`src/rtl/wdg_pkg.sv`:
```
package wdg_pkg;

    typedef enum logic {
        KEY_IDLE  = 1'b0,
        KEY_ARMED = 1'b1
    } key_state_e;

    typedef enum logic {
        CFG_OPEN   = 1'b0,
        CFG_LOCKED = 1'b1
    } cfg_state_e;

    typedef enum logic [1:0] {
        PH_OFF    = 2'd0,
        PH_CLOSED = 2'd1,
        PH_OPEN   = 2'd2
    } cnt_phase_e;

    // configuration byte layout, bits [3:0]
    typedef struct packed {
        logic       win;   // bit 3: early-service check
        logic       bus;   // bit 2: 1 = bus clock, 0 = slow tick
        logic [1:0] sel;   // bits [1:0]: timeout select, 0 = off
    } wdg_cfg_t;

    localparam logic [7:0] KEY_ARM_BYTE  = 8'h55;
    localparam logic [7:0] KEY_FIRE_BYTE = 8'hAA;

    localparam wdg_cfg_t CFG_DEFAULT = '{win: 1'b0, bus: 1'b0, sel: 2'd3};

endpackage

```
`src/rtl/wdg_cfg_reg.sv`:
```
module wdg_cfg_reg
    import wdg_pkg::*;
#(
    parameter int ADDR_W   = 4,
    parameter int CFG_ADDR = 0
) (
    input  logic              clk,
    input  logic              rst_n,
    input  logic              wr_en,
    input  logic [ADDR_W-1:0] wr_addr,
    input  logic [3:0]        wr_field,
    output wdg_cfg_t          cfg,
    output logic              cfg_load,
    output logic              locked
);

    cfg_state_e state_q, state_d;
    wdg_cfg_t   cfg_q;
    logic       hit;

    assign hit = wr_en && (wr_addr == ADDR_W'(CFG_ADDR));

    // next-state logic
    always_comb begin
        state_d = state_q;
        unique case (state_q)
            CFG_OPEN:   if (hit) state_d = CFG_LOCKED;   // first write
            CFG_LOCKED: state_d = CFG_LOCKED;
        endcase
    end

    // state register
    always_ff @(posedge clk or negedge rst_n) begin
        if (!rst_n) state_q <= CFG_OPEN;
        else        state_q <= state_d;
    end

    // outputs
    always_comb begin
        cfg_load = (state_q == CFG_OPEN) && hit;
        locked   = (state_q == CFG_LOCKED);
    end

    always_ff @(posedge clk or negedge rst_n) begin
        if (!rst_n)        cfg_q <= CFG_DEFAULT;
        else if (cfg_load) cfg_q <= wdg_cfg_t'(wr_field);
    end

    assign cfg = cfg_q;

endmodule

```
`src/rtl/wdg_key_fsm.sv`:
```
module wdg_key_fsm
    import wdg_pkg::*;
#(
    parameter int ADDR_W   = 4,
    parameter int SVC_ADDR = 1
) (
    input  logic              clk,
    input  logic              rst_n,
    input  logic              wr_en,
    input  logic [ADDR_W-1:0] wr_addr,
    input  logic [7:0]        wr_data,
    output logic              svc_fire,
    output logic              bad_key,
    output logic              armed
);

    key_state_e state_q, state_d;
    logic       hit, is_arm, is_fire, is_bad;

    always_comb begin
        hit     = wr_en && (wr_addr == ADDR_W'(SVC_ADDR));
        is_arm  = hit && (wr_data == KEY_ARM_BYTE);
        is_fire = hit && (wr_data == KEY_FIRE_BYTE);
        is_bad  = hit && !is_arm && !is_fire;
    end

    // next-state logic
    always_comb begin
        state_d = state_q;
        unique case (state_q)
            KEY_IDLE: begin
                if (is_arm) state_d = KEY_ARMED;            // arm
            end
            KEY_ARMED: begin
                if (is_fire || is_bad) state_d = KEY_IDLE;  // fire / reject
                else if (is_arm)       state_d = KEY_ARMED; // re-arm
            end
        endcase
    end

    // state register
    always_ff @(posedge clk or negedge rst_n) begin
        if (!rst_n) state_q <= KEY_IDLE;
        else        state_q <= state_d;
    end

    // outputs
    always_comb begin
        svc_fire = is_fire && (state_q == KEY_ARMED);
        bad_key  = is_bad;
        armed    = (state_q == KEY_ARMED);
    end

endmodule

```
`src/rtl/wdg_counter.sv`:
```
module wdg_counter
    import wdg_pkg::*;
#(
    parameter int BUS_EXP1  = 13,
    parameter int BUS_EXP2  = 16,
    parameter int BUS_EXP3  = 18,
    parameter int SLOW_EXP1 = 5,
    parameter int SLOW_EXP2 = 8,
    parameter int SLOW_EXP3 = 10,
    parameter int CNT_W     = 18
) (
    input  logic             clk,
    input  logic             rst_n,
    input  wdg_cfg_t         cfg,
    input  logic             tick_1k,
    input  logic             restart,
    input  logic             svc_fire,
    output logic [CNT_W-1:0] count,
    output logic [CNT_W:0]   limit,
    output logic             early_hit,
    output logic             expire
);

    localparam int LIM_W = CNT_W + 1;

    logic [CNT_W-1:0] count_q, count_d;
    logic [LIM_W-1:0] open_point;
    logic             enabled, inc, last, win_active;
    cnt_phase_e       phase;
    int unsigned      exp_sel;

    always_comb begin
        exp_sel = 0;
        unique case (cfg.sel)
            2'd0: exp_sel = 0;
            2'd1: exp_sel = cfg.bus ? BUS_EXP1 : SLOW_EXP1;
            2'd2: exp_sel = cfg.bus ? BUS_EXP2 : SLOW_EXP2;
            2'd3: exp_sel = cfg.bus ? BUS_EXP3 : SLOW_EXP3;
        endcase
    end

    always_comb begin
        limit      = LIM_W'(1) << exp_sel;
        open_point = limit - (limit >> 2);
        enabled    = (cfg.sel != 2'd0);
        inc        = enabled && (cfg.bus || tick_1k);
        last       = ({1'b0, count_q} == (limit - LIM_W'(1)));
        win_active = enabled && cfg.bus && cfg.win;
    end

    // phase decode
    always_comb begin
        if (!enabled)                          phase = PH_OFF;
        else if ({1'b0, count_q} < open_point) phase = PH_CLOSED;
        else                                   phase = PH_OPEN;
    end

    // next count
    always_comb begin
        count_d = count_q;
        if (restart || !enabled) count_d = '0;
        else if (inc)            count_d = last ? '0 : count_q + CNT_W'(1);
    end

    always_ff @(posedge clk or negedge rst_n) begin
        if (!rst_n) count_q <= '0;
        else        count_q <= count_d;
    end

    // outputs
    always_comb begin
        expire    = inc && last && !restart;
        early_hit = svc_fire && win_active && (phase == PH_CLOSED);
        count     = count_q;
    end

endmodule

```
`src/rtl/keyseq_watchdog.sv`:
```
module keyseq_watchdog
    import wdg_pkg::*;
#(
    parameter int ADDR_W    = 4,
    parameter int CFG_ADDR  = 0,
    parameter int SVC_ADDR  = 1,
    parameter int BUS_EXP1  = 13,
    parameter int BUS_EXP2  = 16,
    parameter int BUS_EXP3  = 18,
    parameter int SLOW_EXP1 = 5,
    parameter int SLOW_EXP2 = 8,
    parameter int SLOW_EXP3 = 10
) (
    input  logic              clk,
    input  logic              rst_n,
    input  logic              tick_1k,
    input  logic              wr_en,
    input  logic [ADDR_W-1:0] wr_addr,
    input  logic [7:0]        wr_data,
    output logic              reset_req
);

    localparam int MAX_B = (BUS_EXP1 > BUS_EXP2) ?
                           ((BUS_EXP1 > BUS_EXP3) ? BUS_EXP1 : BUS_EXP3) :
                           ((BUS_EXP2 > BUS_EXP3) ? BUS_EXP2 : BUS_EXP3);
    localparam int MAX_S = (SLOW_EXP1 > SLOW_EXP2) ?
                           ((SLOW_EXP1 > SLOW_EXP3) ? SLOW_EXP1 : SLOW_EXP3) :
                           ((SLOW_EXP2 > SLOW_EXP3) ? SLOW_EXP2 : SLOW_EXP3);
    localparam int CNT_W = (MAX_B > MAX_S) ? MAX_B : MAX_S;

    wdg_cfg_t         cfg;
    logic             cfg_load, cfg_locked;
    logic             svc_fire, bad_key, key_armed;
    logic             early_hit, expire, restart;
    logic [CNT_W-1:0] count;
    logic [CNT_W:0]   limit;
    logic             req_q;

    wdg_cfg_reg #(
        .ADDR_W  (ADDR_W),
        .CFG_ADDR(CFG_ADDR)
    ) cfg_i (
        .clk     (clk),
        .rst_n   (rst_n),
        .wr_en   (wr_en),
        .wr_addr (wr_addr),
        .wr_field(wr_data[3:0]),
        .cfg     (cfg),
        .cfg_load(cfg_load),
        .locked  (cfg_locked)
    );

    wdg_key_fsm #(
        .ADDR_W  (ADDR_W),
        .SVC_ADDR(SVC_ADDR)
    ) key_i (
        .clk     (clk),
        .rst_n   (rst_n),
        .wr_en   (wr_en),
        .wr_addr (wr_addr),
        .wr_data (wr_data),
        .svc_fire(svc_fire),
        .bad_key (bad_key),
        .armed   (key_armed)
    );

    assign restart = cfg_load || svc_fire || bad_key;

    wdg_counter #(
        .BUS_EXP1 (BUS_EXP1),
        .BUS_EXP2 (BUS_EXP2),
        .BUS_EXP3 (BUS_EXP3),
        .SLOW_EXP1(SLOW_EXP1),
        .SLOW_EXP2(SLOW_EXP2),
        .SLOW_EXP3(SLOW_EXP3),
        .CNT_W    (CNT_W)
    ) cnt_i (
        .clk      (clk),
        .rst_n    (rst_n),
        .cfg      (cfg),
        .tick_1k  (tick_1k),
        .restart  (restart),
        .svc_fire (svc_fire),
        .count    (count),
        .limit    (limit),
        .early_hit(early_hit),
        .expire   (expire)
    );

    // registered request pulse
    always_ff @(posedge clk or negedge rst_n) begin
        if (!rst_n) req_q <= 1'b0;
        else        req_q <= bad_key || early_hit || expire;
    end

    assign reset_req = req_q;

endmodule

```
`config.mk`:
```
export PLATFORM = sky130hd
export DESIGN_NAME = keyseq_watchdog
export DESIGN_NICKNAME = d
export VERILOG_FILES = /design/src/rtl/wdg_pkg.sv /design/src/rtl/wdg_cfg_reg.sv /design/src/rtl/wdg_key_fsm.sv /design/src/rtl/wdg_counter.sv /design/src/rtl/keyseq_watchdog.sv
export SDC_FILE = /design/constraint.sdc
export NUM_CORES = 1
export LEC_CHECK = 0
export ABC_AREA = 1
export BUFFER_PORTS_ARGS = -buffer_cell sky130_fd_sc_hd__buf_2
export CORE_MARGIN = 2
export CORE_UTILIZATION = 60
export DETAILED_ROUTE_END_ITERATION = 10
export PLACE_DENSITY = 0.77
export SLEW_MARGIN = 30
export SYNTH_ARGS = -nofsm -noshare
export SYNTH_HDL_FRONTEND = slang
export SYNTH_HIERARCHICAL = 1
export SYNTH_SLANG_ARGS = --single-unit
```
`constraint.sdc`:
```
create_clock -name clk -period 7.3 [get_ports clk]
set_input_delay 0.73 -clock clk [delete_from_list [all_inputs] [get_ports clk]]
set_output_delay 0.73 -clock clk [all_outputs]
set_load 0.005 [all_outputs]
```
==> results by group, run 1 <==
Timing
  – Final Hold Viols: 0
  – Final worst path period need: 3590 ps
  – Hold Slack: between 400 and 500 ps
  – RSZ-0062 raised after global routing: no
  – Count of final setup violators: 0
  – Slew Limit Fails: 0
  – Setup total negative slack: 0 ps
  – Worst-Margin Slew: ~600 ps
  – Clk_skew: 7.35 ps
  – Period utilization: 0.492
  – Rel. slew slack: 0.599
  – Max Clock Freq: 279 MHz

Hold path
  – Worst Hold Class: input pin to asynchronous set/reset pin

Setup path
  – Startpoint Class: register
  – Critical path data required time: 7470 ps
  – Crit path DAT: about 3800 ps
  – Crit-path slowest cell: dfstp_2
  – Critical path fanouts, max: 8
  – Number of buffers and inverters on the critical path: 2
  – Critical path class: register to register
  – Top Family by Delay on Critical Path: simple AND/OR/NAND/NOR gates
  – Cell mode on critical path: nand2_1
  – Crit-path cells: inv_2 > nor3_1 > inv_1 > ha_1 > a21oi_1 > o21ai_0 > a21o_1 > nand3_1 > nand2_1 > xnor2_1 > ha_1 > nand2_1 > nor2_1 > nand3_1 > nand4_1 > nand2_1 > nand2_1 > nand2_1 > nand2_1 > nand2_1 > nand2_1 > a21oi_1 > nor2_1 > nand2_1
  – Worst setup EP type: register
  – Critical Path Max Stage Delay: 620 ps

Power
  – Total Power: 316 uW
  – Pwr/cell area: 87.7 mW/mm^2
  – Pint: 213 uW
  – NetSw: a little over 100 uW
  – Clock power frac: 0.268
  – Combinational Power Share: 0.288
  – Seq pwr share: 0.445
  – Leakage Power: ~1.9 nW
  – Worst VDD drop: 0.0000960 V
  – Switch share: 0.324

Floorplan
  – Initial Util: 0.613
  – Chip width: 78.5 um
  – IO Count: 17
  – Core ar.: 0.00544 mm^2
  – Row count: 27
  – Die Area: 0.00617 mm^2
  – Die Y: 78.5 um

Clock tree
  – CTS sink cnt: 25
  – Clock Latency Late Sink: 270 ps
  – CTS tree: built
  – H-tree depth: 1
  – Num CTS Buffers: 3
  – Hold Buf Count CTS: 0
  – CTS root buffer: clkbuf_8
  – Post-CTS setup buffers: 0
  – Longest Clk Path Bufs: 2
  – Post-CTS sizing: 0
  – Worst-path clk slew: approximately 90 ps

Drt
  – Post-route ant nets: 0
  – Vias: 3346
  – Post-Route WL: 8.42 mm
  – DRC: 0
  – Drt pass-1 iters: 5
  – Wire length per cell: 13.5 um
  – Drt first-iter violations: 193
  – Vias/cell: 5.37

Run
  – Max Cap Violations: 0

Final layout
  – Layout cells sized above 1: 0.0926
  – Final-stage net count: 605
  – Layout overhead on the synthesized area: 8.11%
  – Ant diodes: 0
  – Post-Layout Cell Count: 623
  – Filler Cell Count: 546
  – Most frequent cells in the layout: 153 x nand2_1, 64 x inv_1, 44 x nor2_1, 37 x ha_1, 30 x nand3_1
  – Most common cell after layout, fill and taps aside: nand2_1

Global route
  – Initial antenna violation count: 0
  – Vias in the first global route: 3266
  – Global-route congestion overflow total: 0
  – GR Util All Layers: 0.289
  – Largest net degree at the start of global routing: 26
  – Global-route wire length before repair: 14.4 mm

Placed design
  – I/O Buffers: 16
  – Placed insts: approximately 620
  – Routability cong.: 0.964
  – Hpwl dp: 6.94 mm

Synthesis
  – Cells after synthesis: about 500
  – Mapped Area: 0.00333 mm^2
  – Ys Warns: 6
  – Syn avg cell area: 6.48 um^2

Outcome
  – Status: complete, no violations
-- routing by layer --
metal / vias to the layer above / wire length [um] / global-route usage / part of all wire
li1: 1717 / - / - / -
met1: 1514 / 3740 / 0.377 / 0.44
met2: 95 / 3990 / 0.503 / 0.47
met3: 20 / 454 / 0.0195 / 0.054
met4: 0 / 229 / 0.100 / 0.027
met5: - / 0 / 0 / 0
-- power groups by stage --
stage	clock network [mW]	logic (mW)	registers (mW)
6_report	0.0845	0.0908	0.140
5_1_grt	0.0951	0.105	0.141
4_1_cts	0.0891	0.0869	0.140
3_5_place_dp	0	0.0864	0.143
3_3_place_gp	0	0.0839	0.143
2_1_floorplan	0	0.0657	0.143
-- path summary, 6_finish.rpt --
| path | start | end | slack, ps | depth (start not counted) |
|---|---|---|---|---|
| min | rst_n | cnt_i/count[9]$_DFFE_PN0P_ | 440 | 1 |
| max | cfg_i/cfg[1]$_DFFE_PN1P_ | reset_req$_DFF_PN0_ | 3710 | 24 |
| max reg2reg | cfg_i/cfg[1]$_DFFE_PN1P_ | reset_req$_DFF_PN0_ | 3710 | 24 |
| min reg2reg | cfg_i/cfg[3]$_DFFE_PN0P_ | cfg_i/cfg[3]$_DFFE_PN0P_ | 490 | 2 |
| max in group asynchronous | rst_n | cfg_i/cfg[0]$_DFFE_PN1P_ | 6470 | 1 |
| min in group clk | cfg_i/cfg[3]$_DFFE_PN0P_ | cfg_i/cfg[3]$_DFFE_PN0P_ | 490 | 2 |
-- cell type report --
cell class                 instances  area [um^2]  share of cell area
timing repair buffer              16         80.1              0.0222
clock buffer                       3         41.3              0.0115
clock inverter                     1         7.51             0.00208
multi-input combinational        438         2500               0.694
sequential                        25          628               0.174
tap                               72         90.1              0.0250
inverter                          68          255              0.0709
-- worst register-to-register path: stages, from the launching register on --
cell and delay (ps):
dfstp_2 620, inv_2 90, nor3_1 300, inv_1 110
ha_1 360, a21oi_1 180, o21ai_0 140, a21o_1 200
nand3_1 70, nand2_1 70, xnor2_1 140, ha_1 270
nand2_1 60, nor2_1 150, nand3_1 90, nand4_1 110
nand2_1 60, nand2_1 50, nand2_1 40, nand2_1 50
nand2_1 50, nand2_1 50, a21oi_1 60, nor2_1 100
nand2_1 50
-- metrics by stage --
step	utilization	area (um^2)	setup WS, ps
3_3_place_gp	0.653	3550	3910
4_1_cts	0.662	3600	3730
2_1_floorplan	-	3420	4120
6_report	0.662	3600	3710
5_1_grt	0.662	3600	3310
3_5_place_dp	0.653	3550	3750
-- sequential cells by signal, summed over array words and instances (netlist names) --
name,cells
cnt_i/count,18
cfg_i/cfg,4
key_i/armed,1
reset_req,1
cfg_i/locked,1
No activity file was read; power rests on OpenSTA's default activity.
==> run 2: changes to the inputs <==
CORE_UTILIZATION = 57   (was 60)
clock period = 3.1 ns   (was 7.3 ns; I/O delays follow)
==> run 2 against run 1 <==
  * Combinational power increased to 2.8 times the previous value
  * Sequential power increased by 140%
  * First-iteration DRC count decreased by 31%
  * Non-clock buffer count increased by 30
  * Utilization increased by 5.3 points
  * Sequential share of layout area decreased by 1.7 points
  * Flip-flop and latch count unchanged
  * Largest cell class unchanged
==> results by group, run 2 (synthesis gave the netlist of run 1 again) <==
Setup path
  – Number of buffers and inverters on the critical path: 3
  – Top Family by Delay on Critical Path: simple AND/OR/NAND/NOR gates
  – Crit path DAT: around 3200 ps
  – Crit-path cells: buf_6 > nand3_4 > inv_2 > ha_4 > nand2_2 > nor2_2 > nand2_1 > nand3_2 > nand2_2 > nand2_4 > nand2_2 > nand2_2 > xor2_1 > ha_1 > inv_2 > o31a_1 > nand2_1 > nand2_1 > nand2_1 > nand2_1 > nand2_1 > a21oi_2 > nor2_1 > nand2_1
  – Cell mode on critical path: nand2_1
  – Critical path class: register to register
  – Worst setup EP type: register
  – Crit-path slowest cell: dfstp_2
  – Critical Path Max Stage Delay: a little under 600 ps
  – Critical path fanouts, max: 5
  – Startpoint Class: register
  – Critical path data required time: 3260 ps

Floorplan
  – Initial Util: 0.598
  – Row count: 27
  – Die Y: 80.5 um
  – IO Count: 17
  – Chip width: about 80 um
  – Die Area: approximately 0.0065 mm^2
  – Core ar.: 0.00557 mm^2

Global route
  – Largest net degree at the start of global routing: 26
  – M1 GR Usage: 0.357
  – Met3 Usage GRT: 0.0191
  – Vias in the first global route: 3397
  – Global-route congestion overflow total: 0
  – Initial antenna violation count: 0
  – GR Util All Layers: 0.287
  – Global-route wire length before repair: 14.7 mm
  – GRT met2 Usage: 0.523
  – Global routing's busiest layer: met2

Power
  – Switch share: 0.325
  – Pint: 522 uW
  – Pwr/cell area: 194 mW/mm^2
  – Combinational Power Share: 0.330
  – Leakage Power: 2.11 nW
  – NetSw: 251 uW
  – Worst VDD drop: 0.000256 V
  – Seq pwr share: 0.428
  – Total Power: 772 uW
  – Clock power frac: 0.242

Clock tree
  – Num CTS Buffers: 3
  – Longest Clk Path Bufs: 2
  – CTS root buffer: clkbuf_8
  – Worst-path clk slew: 80 ps
  – CTS sink cnt: 25
  – Clock Latency Late Sink: approximately 270 ps
  – H-tree depth: 1
  – Hold Buf Count CTS: 0
  – CTS tree: built

Drt
  – Post-route ant nets: 0
  – Post-Route WL: 8.64 mm
  – Drt first-iter violations: 134
  – Vias/cell: 5.28
  – Vias: between 3000 and 4000
  – DRC: 0
  – Wire length per cell: between 10 and 15 um
  – Drt pass-1 iters: 6

Run
  – Max Cap Violations: 0

Timing
  – Hold Slack: approximately 21 ps
  – Final worst path period need: a little over 3000 ps
  – Final Hold Viols: 0
  – Final worst setup slack: 25.0 ps
  – Clk_skew: around 4.4 ps
  – Slew Limit Fails: 0
  – Count of final setup violators: 0
  – Rel. slew slack: 0.629
  – Max Clock Freq: 325 MHz
  – Period utilization: 0.992
  – RSZ-0062 raised after global routing: yes
  – Worst-Margin Slew: around 560 ps

Hold path
  – Worst Hold Class: input pin to asynchronous set/reset pin

Final layout
  – Layout overhead on the synthesized area: 19.7%
  – Most frequent cells in the layout: 145 x nand2_1, 59 x inv_1, 40 x nor2_1, 32 x ha_1
  – Post-Layout Cell Count: 653
  – Filler Cell Count: 492
  – Ant diodes: 0
  – Most common cell after layout, fill and taps aside: nand2_1
  – Final-stage net count: 635
  – Largest register FFs: 18
  – Layout cells sized above 1: 0.200

Placed design
  – Pre-CTS WS: -149 ps
  – Placed insts: approximately 640
  – Routability cong.: ~1
  – I/O Buffers: 16
  – Hpwl dp: 6.95 mm

Outcome
  – Status: complete, no violations
run 2: changes by cell type in the layout (fill, tap and decap cells not counted), sizes merged:
cell / change
buf: +30
clkinv: +1
clkinvlp: -1
run 2: what timing repair did:
item                       in CTS  in global routing
pin swaps                       5                  7
setup endpoints to repair       1                  1
gates resized for setup        18                 24
cloned                          0                  0
setup buffers                   4                  1
run 2: cell type report:
class	count	area (um^2)	area share
well taps	72	90.1	0.0226
flip-flops and latches	25	629	0.158
clock buffers	3	41.3	0.0104
inverters	68	255	0.0640
repair buffers	46	309	0.0775
clock inverters	1	5.00	0.00125
multi-input cells	438	2660	0.667
run 2: power groups by stage:
stage	clock network (mW)	registers [mW]	logic, mW
after floorplan	0	0.337	0.155
after global placement	0	0.337	0.208
after detailed placement	0	0.337	0.214
after CTS	0.198	0.330	0.225
after global routing	0.204	0.331	0.289
final	0.187	0.330	0.255
run 2: worst paths after layout:
check	startpoint	endpoint	slack, ps	cells after the start
min reg2reg	cfg_i/cfg[3]$_DFFE_PN0P_	cfg_i/cfg[3]$_DFFE_PN0P_	520	2
min	rst_n	cnt_i/count[1]$_DFFE_PN0P_	20	1
min in group clk	wr_data[1]	cfg_i/cfg[1]$_DFFE_PN1P_	300	3
max	cfg_i/cfg[0]$_DFFE_PN1P_	reset_req$_DFF_PN0_	20	24
max in group asynchronous	rst_n	cfg_i/cfg[2]$_DFFE_PN0P_	2670	1
max reg2reg	cfg_i/cfg[0]$_DFFE_PN1P_	reset_req$_DFF_PN0_	20	24
run 2: layer usage:
layer,part of all wire,vias up
li1,-,1779
met1,0.43,1557
met2,0.50,97
met3,0.049,16
met4,0.020,0
met5,0,-
run 2: through the flow:
step / setup TNS, ps / utilization / cell area (um^2)
after global routing: -108 / 0.716 / 3990
after floorplan: 0 / - / 3430
after CTS: 0 / 0.702 / 3910
final: 0 / 0.716 / 3990
after global placement: -53.5 / 0.672 / 3750
after detailed placement: -149 / 0.672 / 3750
